--- config.mk ---
export PLATFORM = sky130hd
export DESIGN_NAME = usb_irq_agg
export DESIGN_NICKNAME = d
export VERILOG_FILES = /design/src/rtl/usb_irq_pkg.sv /design/src/rtl/usb_irq_rst_sync.sv /design/src/rtl/usb_irq_bitreg.sv /design/src/rtl/usb_irq_arm.sv /design/src/rtl/usb_irq_agg.sv
export SDC_FILE = /design/constraint.sdc
export NUM_CORES = 1
export LEC_CHECK = 0
export BUFFER_PORTS_ARGS = -buffer_cell sky130_fd_sc_hd__buf_2
export CAP_MARGIN = 30
export CORE_ASPECT_RATIO = 1.25
export CORE_MARGIN = 5
export CORE_UTILIZATION = 45
export DETAILED_ROUTE_END_ITERATION = 8
export PLACE_DENSITY_LB_ADDON = 0.1
export RECOVER_POWER = 100
export SETUP_SLACK_MARGIN = 0.1
export SYNTH_ARGS = -nofsm -noshare
export SYNTH_HDL_FRONTEND = slang
export SYNTH_SLANG_ARGS = --single-unit
--- constraint.sdc ---
create_clock -name clk -period 1.6 [get_ports clk]
set_input_delay 0.08 -clock clk [delete_from_list [all_inputs] [get_ports clk]]
set_output_delay 0.08 -clock clk [all_outputs]
set_load 0.05 [all_outputs]
--- src/rtl/usb_irq_pkg.sv ---
package usb_irq_pkg;
  localparam int DATA_W = 32;
  localparam int ADDR_W = 8;

  localparam logic [ADDR_W-1:0] OFS_CTRL    = 8'h04;
  localparam logic [ADDR_W-1:0] OFS_RAW     = 8'h20;
  localparam logic [ADDR_W-1:0] OFS_SRC_SET = 8'h24;
  localparam logic [ADDR_W-1:0] OFS_SRC_CLR = 8'h28;
  localparam logic [ADDR_W-1:0] OFS_MASK    = 8'h2C;
  localparam logic [ADDR_W-1:0] OFS_MSK_SET = 8'h30;
  localparam logic [ADDR_W-1:0] OFS_MSK_CLR = 8'h34;
  localparam logic [ADDR_W-1:0] OFS_MASKED  = 8'h38;
  localparam logic [ADDR_W-1:0] OFS_EOI     = 8'h3C;

  localparam int RX_BASE   = 8;
  localparam int CORE_BASE = 16;

  typedef logic [DATA_W-1:0] word_t;
endpackage

--- src/rtl/usb_irq_rst_sync.sv ---
module usb_irq_rst_sync (
  input  logic clk,
  input  logic rst_n,
  output logic rst_n_sync
);
  logic [1:0] stage_q;

  always_ff @(posedge clk or negedge rst_n) begin
    if (!rst_n) stage_q <= 2'b00;
    else        stage_q <= {stage_q[0], 1'b1};
  end

  assign rst_n_sync = stage_q[1];
endmodule

--- src/rtl/usb_irq_bitreg.sv ---
module usb_irq_bitreg
  import usb_irq_pkg::*;
#(
  parameter word_t IMPL = '1
) (
  input  logic  clk,
  input  logic  rst_n,
  input  logic  soft_clr,
  input  logic  load_en,
  input  word_t load_val,
  input  word_t set_bits,
  input  word_t clr_bits,
  input  word_t hw_bits,
  output word_t q
);
  word_t q_r, d;
  logic  upd;

  always_comb begin
    upd = soft_clr | load_en | (|set_bits) | (|clr_bits) | (|hw_bits);
    if (soft_clr) d = '0;
    else          d = ((((load_en ? load_val : q_r) & ~clr_bits) | set_bits | hw_bits) & IMPL);
  end

  always_ff @(posedge clk or negedge rst_n) begin
    if (!rst_n)   q_r <= '0;
    else if (upd) q_r <= d;
  end

  assign q = q_r;

  a_r10_unimpl_zero: assert property (@(posedge clk) disable iff (!rst_n)
    (q_r & ~IMPL) == '0);
endmodule

--- src/rtl/usb_irq_arm.sv ---
module usb_irq_arm (
  input  logic clk,
  input  logic rst_n,
  input  logic soft_clr,
  input  logic eoi,
  input  logic pending,
  output logic irq
);
  logic armed_q, armed_d, line_q, line_d;

  always_comb begin
    armed_d = armed_q;
    line_d  = line_q;
    if (soft_clr) begin
      armed_d = 1'b1;
      line_d  = 1'b0;
    end else begin
      if (!pending) line_d = 1'b0;
      if (eoi)      armed_d = 1'b1;
      if (armed_q && pending) begin
        line_d  = 1'b1;
        armed_d = 1'b0;
      end
    end
  end

  always_ff @(posedge clk or negedge rst_n) begin
    if (!rst_n) begin
      armed_q <= 1'b1;
      line_q  <= 1'b0;
    end else begin
      armed_q <= armed_d;
      line_q  <= line_d;
    end
  end

  assign irq = line_q;

  a_r8_quiet_until_eoi: assert property (@(posedge clk) disable iff (!rst_n)
    (!armed_q && !eoi && !soft_clr && !line_q) |=> !line_q);
  a_r7_drop_when_idle: assert property (@(posedge clk) disable iff (!rst_n)
    (!pending) |=> !line_q);
  a_r7_fire_disarms: assert property (@(posedge clk) disable iff (!rst_n)
    $rose(line_q) |-> !armed_q);
endmodule

--- src/rtl/usb_irq_agg.sv ---
module usb_irq_agg
  import usb_irq_pkg::*;
#(
  parameter int N_TX   = 5,
  parameter int N_RX   = 4,
  parameter int N_CORE = 9
) (
  input  logic              clk,
  input  logic              rst_n,
  input  logic [ADDR_W-1:0] bus_addr,
  input  logic              bus_we,
  input  logic [DATA_W-1:0] bus_wdata,
  output logic [DATA_W-1:0] bus_rdata,
  input  logic [N_TX-1:0]   evt_tx,
  input  logic [N_RX-1:0]   evt_rx,
  input  logic [N_CORE-1:0] evt_core,
  output logic              irq_out
);
  localparam word_t TX_FIELD   = word_t'((64'd1 << N_TX) - 1);
  localparam word_t RX_FIELD   = word_t'(((64'd1 << N_RX) - 1) << (RX_BASE + 1));
  localparam word_t CORE_FIELD = word_t'(((64'd1 << N_CORE) - 1) << CORE_BASE);
  localparam word_t IMPL_BITS  = TX_FIELD | RX_FIELD | CORE_FIELD;

  logic  rst_n_s;
  word_t hw_vec, src_q, mask_q, masked;
  logic  wr_ctrl, wr_sset, wr_sclr, wr_mask, wr_mset, wr_mclr, wr_eoi, soft_clr;

  usb_irq_rst_sync u_rst (.clk(clk), .rst_n(rst_n), .rst_n_sync(rst_n_s));

  always_comb begin
    hw_vec = '0;
    for (int i = 0; i < N_TX; i++)   hw_vec[i]                 = evt_tx[i];
    for (int j = 0; j < N_RX; j++)   hw_vec[RX_BASE + 1 + j]   = evt_rx[j];
    for (int k = 0; k < N_CORE; k++) hw_vec[CORE_BASE + k]     = evt_core[k];
  end

  always_comb begin
    wr_ctrl  = bus_we && (bus_addr == OFS_CTRL);
    wr_sset  = bus_we && (bus_addr == OFS_SRC_SET);
    wr_sclr  = bus_we && (bus_addr == OFS_SRC_CLR);
    wr_mask  = bus_we && (bus_addr == OFS_MASK);
    wr_mset  = bus_we && (bus_addr == OFS_MSK_SET);
    wr_mclr  = bus_we && (bus_addr == OFS_MSK_CLR);
    wr_eoi   = bus_we && (bus_addr == OFS_EOI);
    soft_clr = wr_ctrl && bus_wdata[0];
  end

  usb_irq_bitreg #(.IMPL(IMPL_BITS)) u_src (
    .clk(clk), .rst_n(rst_n_s), .soft_clr(soft_clr),
    .load_en(1'b0), .load_val('0),
    .set_bits(wr_sset ? bus_wdata : '0),
    .clr_bits(wr_sclr ? bus_wdata : '0),
    .hw_bits(hw_vec), .q(src_q)
  );

  usb_irq_bitreg #(.IMPL(IMPL_BITS)) u_mask (
    .clk(clk), .rst_n(rst_n_s), .soft_clr(soft_clr),
    .load_en(wr_mask), .load_val(bus_wdata),
    .set_bits(wr_mset ? bus_wdata : '0),
    .clr_bits(wr_mclr ? bus_wdata : '0),
    .hw_bits('0), .q(mask_q)
  );

  assign masked = src_q & mask_q;

  usb_irq_arm u_arm (
    .clk(clk), .rst_n(rst_n_s), .soft_clr(soft_clr),
    .eoi(wr_eoi), .pending(|masked), .irq(irq_out)
  );

  always_comb begin
    case (bus_addr)
      OFS_RAW:    bus_rdata = src_q;
      OFS_MASK:   bus_rdata = mask_q;
      OFS_MASKED: bus_rdata = masked;
      default:    bus_rdata = '0;
    endcase
  end

  a_r3_tx0_latched: assert property (@(posedge clk) disable iff (!rst_n_s)
    (evt_tx[0] && !soft_clr) |=> src_q[0]);
  a_r4_event_beats_clear: assert property (@(posedge clk) disable iff (!rst_n_s)
    (evt_core[N_CORE-1] && wr_sclr && !soft_clr) |=> src_q[CORE_BASE + N_CORE - 1]);
  a_r9_soft_clears: assert property (@(posedge clk) disable iff (!rst_n_s)
    soft_clr |=> (src_q == '0 && mask_q == '0 && !irq_out));
  a_r2_rx_gap_zero: assert property (@(posedge clk) disable iff (!rst_n_s)
    !src_q[RX_BASE] && !mask_q[RX_BASE]);
endmodule

======== Word-level counts from Yosys, hierarchy flattened ========
Index checks and enable logic that the tools add are counted.
word-level totals
  bits in read-only memories .............. 0
  bits in writable memories ............... 0
  latch bits .............................. 0
  word-level logic and storage cells ...... 59
  register bits after elaboration ......... 54
  output and inout port bits .............. 33
  memories ................................ 0
operators by class
  shift operators ......................... 0
  bitwise gates (word level) .............. 14
  multipliers ............................. 0
  eq/ne operators ......................... 10
  add/subtract/negate cells ............... 0
  multiplexer cells ....................... 14
  divide/modulo/power cells ............... 0
  reduce and logical (&&, ||, !) cells .... 16
  $lt $le $gt $ge ......................... 0
operators with widths
  kind                number
  $reduce_or 32->1    5
  $mux 32             4
  $and 25x25->25      3
  $mux 25             3
  $or 25x25->25       3
  $pmux 25 s3         1
  $eq 8x6->1 const B  8
  $not 25->25         2
  $reduce_or 18->1    1
  $logic_and 1x1->1   9
  $eq 8x3->1 const B  1
  $mux 1              6
  $or 1x1->1          6
  $ne 3x3->1 const B  1
  $reduce_bool 3->1   1

======== Logic depth before layout (Yosys ltp) ========
  word-level depth ........................ 8
  mapped depth ............................ 6

======== Cells and area by module ========
Synthesis repeated with hierarchy kept, for this count alone.
unflattened totals
  cell total of the unflattened synthesis .. 455
  area, all modules ....................... 4,131.5 sq um
modules (own cells, without submodules)
  module            times used  area an instance (sq um)  seq. area each (sq um)  cells each
  usb_irq_bitreg    2           1,109.8                   450.4                   93
  usb_irq_agg       1           1,778.0                   0.0                     259
  usb_irq_arm       1           80.1                      51.3                    7
  usb_irq_rst_sync  1           53.8                      50.0                    3

======== Worst setup path after synthesis ========
No wires, ideal clock.
  path type ............................... input -> output
  start point ............................. input bus_addr[2]
  end point ............................... output bus_rdata[11]
  stages on the path ...................... 6
  slack ................................... -0.025 ns
  data arrival time ....................... 1.545 ns
  cell sequence ........................... nor3_1 > and3_1 > clkbuf_1 > buf_2 > a21o_1 > a22o_1
on the way
  longest elaborated chain between the ends .. 2
  elaborated cells between the ends (all ways) .. 4
RTL lines
  item                RTL line           source
  start: declaration  usb_irq_agg.sv:10  input logic [ADDR_W-1:0] bus_addr,
  $eq 8x6->1          usb_irq_agg.sv:72  case (bus_addr)
  $pmux 25 s3 *       usb_irq_agg.sv:72
  end: declaration    usb_irq_agg.sv:13  output logic [DATA_W-1:0] bus_rdata,
Every way passes the cells marked *; elsewhere a longest branch is shown, timed or not.

======== Worst setup path in the final report ========
  start point ............................. input bus_addr[7]
  end point ............................... output bus_rdata[21]
Same word-level chain as after synthesis.

==> results by group <==
Run status
  – Outcome: completed

CTS
  – Number of buffers created by CTS: 5
  – CTS tree: yes
  – Root buf cell: clkbuf_8
  – Clock buffer depth: 2
  – Sink Count: 40
  – H-tree depth: 2
  – Clk slew on worst S/H paths: 0.08 ns
  – Clk Latency, worst-skew pair: 0.29 ns

STA
  – Slew Limit Fails: 0
  – RSZ-0062 raised after global routing: true
  – Fmax: 0.643 GHz
  – Part of the cycle the worst path needs: 0.972
  – Worst Slack Setup Final: 0.0455 ns
  – # setup viols final: 0
  – Final total negative setup slack: 0 ns
  – Worst slew pin tran: 0.988 ns
  – Hold Violations, Final: 0
  – Final Skew: 0.00385 ns
  – Minimum clock period: 1.55 ns
  – Slew headroom: 0.341

Logic synthesis
  – Netlist cell types: 36
  – Syn_area_per_cell: 9.39 um2
  – Ys async rst share: 1.00
  – Post-synth EDFFs: 0
  – Yosys warning total: 0
  – Most used DFF post-synth: dfrtp_1
  – Synthesized area: 2560 um2
  – #FFs+latches synth: 40
  – Mapped Cells: 273
  – Post-synthesis sequential area ratio: 0.391

Final layout
  – Filler instances: 529
  – Area delta synth->final: 24.6%
  – Cell Count, Final, Fillers Out: 419
  – Diode count: 0
  – Share of layout cells above drive strength 1: 0.352
  – # nets final: 415

Floorplan
  – Die width: 77.5 um
  – Die area: 7310 um2
  – Initial core utilization: 0.468
  – Row Count: 30
  – Io pins: 94
  – Area of the core: 5480 um2
  – Chip height: 94.4 um

GRT
  – First-pass GRT wire length: 12000 um
  – Largest net degree at the start of global routing: 39
  – GRT Total Usage: 0.207
  – Vias in the first global route: 2360
  – Initial antenna violation count: 0
  – GR Overflow Total: 0

Worst setup path
  – WP data required: 1.52 ns
  – Crit Path Class: input port to output port
  – Crit path capture type: output port
  – Worst Path Max Fanout: 6
  – CP arrival: 1.47 ns
  – Startpoint Class: input port

Placed design
  – Routability cong.: 0.839
  – Pre-CTS setup slack: 0.00143 ns
  – Placed wire-length estimate: 5490 um
  – Cell Count Post-Placement: 409
  – Port bufs: 65

Drt
  – Post-route antenna net violation count: 0
  – Routed vias: 2483
  – First drt pass iteration count: 4
  – DR iter-0 viols: 172
  – DRC viols: 0
  – Drt total wl: 7540 um
  – Via/cell ratio: 5.93
  – Post-DR wirelength/cell: 18.0 um

Power and ir drop
  – Worst vdd ir: 0.454 mV
  – Pwr Density: 631 nW/um2
  – Power Total: 2010 uW
  – Leakage power: 0.00157 uW

Min path
  – Hold/Removal Path Class: input port to flip-flop

Job
  – Maxcap violations: 0
-- where the power goes --
part / internal, uW / switching [uW]
Combinational: 89.0 / 190
Sequential: 1020 / 8.67
Clock: 352 / 353
-- worst max-delay path: stages --
cell and delay, ns:
buf_2 0.12, nor4b_2 0.32, buf_4 0.17, and2_4 0.15, buf_4 0.14, a21o_1 0.09, a22o_2 0.14, buf_2 0.26
-- synthesized netlist by cell type (all sizes together) (3+ instances only) --
master   number  share of area
a21oi        53           0.12
dfrtp        39           0.38
buf          26          0.070
a22o         20          0.068
inv          20          0.029
a21o         19          0.056
o21ai        18          0.035
a211oi       17          0.050
o2bb2ai      17          0.058
clkbuf        6         0.0088
a22oi         5          0.015
a221oi        3          0.010
-- cell families (layout without fill, tap and decap cells) --
family / Yosys count / in the layout / synth area share
and+or+nand+nor: 24 / 24 / 0.0796
DFF: 40 / 40 / 0.391
AOI/OAI and AO/OA: 155 / 155 / 0.418
buffers and inverters: 52 / 121 / 0.108
other: 2 / 15 / 0.00293
-- cell type report --
type / instances / area [um2] / share of cell area
clock buffers: 8 / 90.1 / 0.0282
inverters: 20 / 75.1 / 0.0235
multi-input cells: 194 / 1350 / 0.423
flip-flops and latches: 40 / 1000 / 0.314
well taps: 64 / 80.1 / 0.0251
repair buffers: 93 / 593 / 0.186
-- path summary, 6_finish.rpt --
path / start / end / slack, ns / cells after the start
worst max-delay path: bus_addr[7] / bus_rdata[21] / 0.05 / 8
worst min-delay path: bus_wdata[24] / u_mask.q[24] / 0.02 / 2
worst max register to register: u_src.q[9] / u_arm.armed_q / 0.20 / 4
worst min register to register: u_rst.stage_q[0] / u_rst.stage_q[1] / 0.36 / 0
max in group asynchronous: u_rst.stage_q[1] / u_src.q[16] / 0.50 / 1
min in group asynchronous: rst_n / u_rst.stage_q[1] / 0.10 / 2
-- registers in the layout, summed over array words and instances, names as in the netlist --
register and flops:
u_arm.armed_q 1, u_arm.irq 1, u_mask.q 18, u_rst.stage_q 2, u_src.q 18
-- through the flow --
step	instance area, um2	util	hold WS, ns
5_1_grt	3190	0.582	0.0224
2_1_floorplan	2630	-	-0.216
3_3_place_gp	3080	0.562	-0.134
4_1_cts	3260	0.595	0.0169
6_report	3190	0.582	0.0219
3_5_place_dp	3080	0.562	-0.133
-- routing by layer --
layer / vias up / track usage / share of wire
met2: 92 / 0.355 / 0.50
met1: 1217 / 0.266 / 0.42
met4: 0 / 0.0587 / 0.0095
met3: 6 / 0.0363 / 0.067
met5: - / 0 / 0
li1: 1168 / - / -
-- cells in the final DEF (no fill, tap or decap), types with 2 or more instances in the layout --
cell,Yosys,layout
clkbuf_4,0,4
buf_2,9,52
a21o_1,19,19
inv_1,20,20
buf_12,0,4
a22o_2,0,11
a21oi_2,9,8
buf_6,2,2
clkbuf_2,0,8
nor2_1,2,2
nand4_1,2,2
and4bb_2,2,2
clkbuf_8,0,6
a22o_1,20,9
a22oi_1,5,5
a221oi_2,0,2
conb_1,2,15
dfrtp_1,39,39
o21ai_0,18,18
a211oi_1,17,17
nand2_1,2,2
a21oi_1,44,45
nand3_1,2,2
buf_4,15,18
o2bb2ai_1,17,17
clkbuf_1,6,6
-- timing repair --
item,in CTS,in global routing
pin swaps,0,1
endpoints found under the setup margin,17,20
hold buffers,1,0
endpoints found under the hold margin,2,0
buffers inserted,0,1
gates resized for setup,27,8
Power figures use the tool's default switching activity.
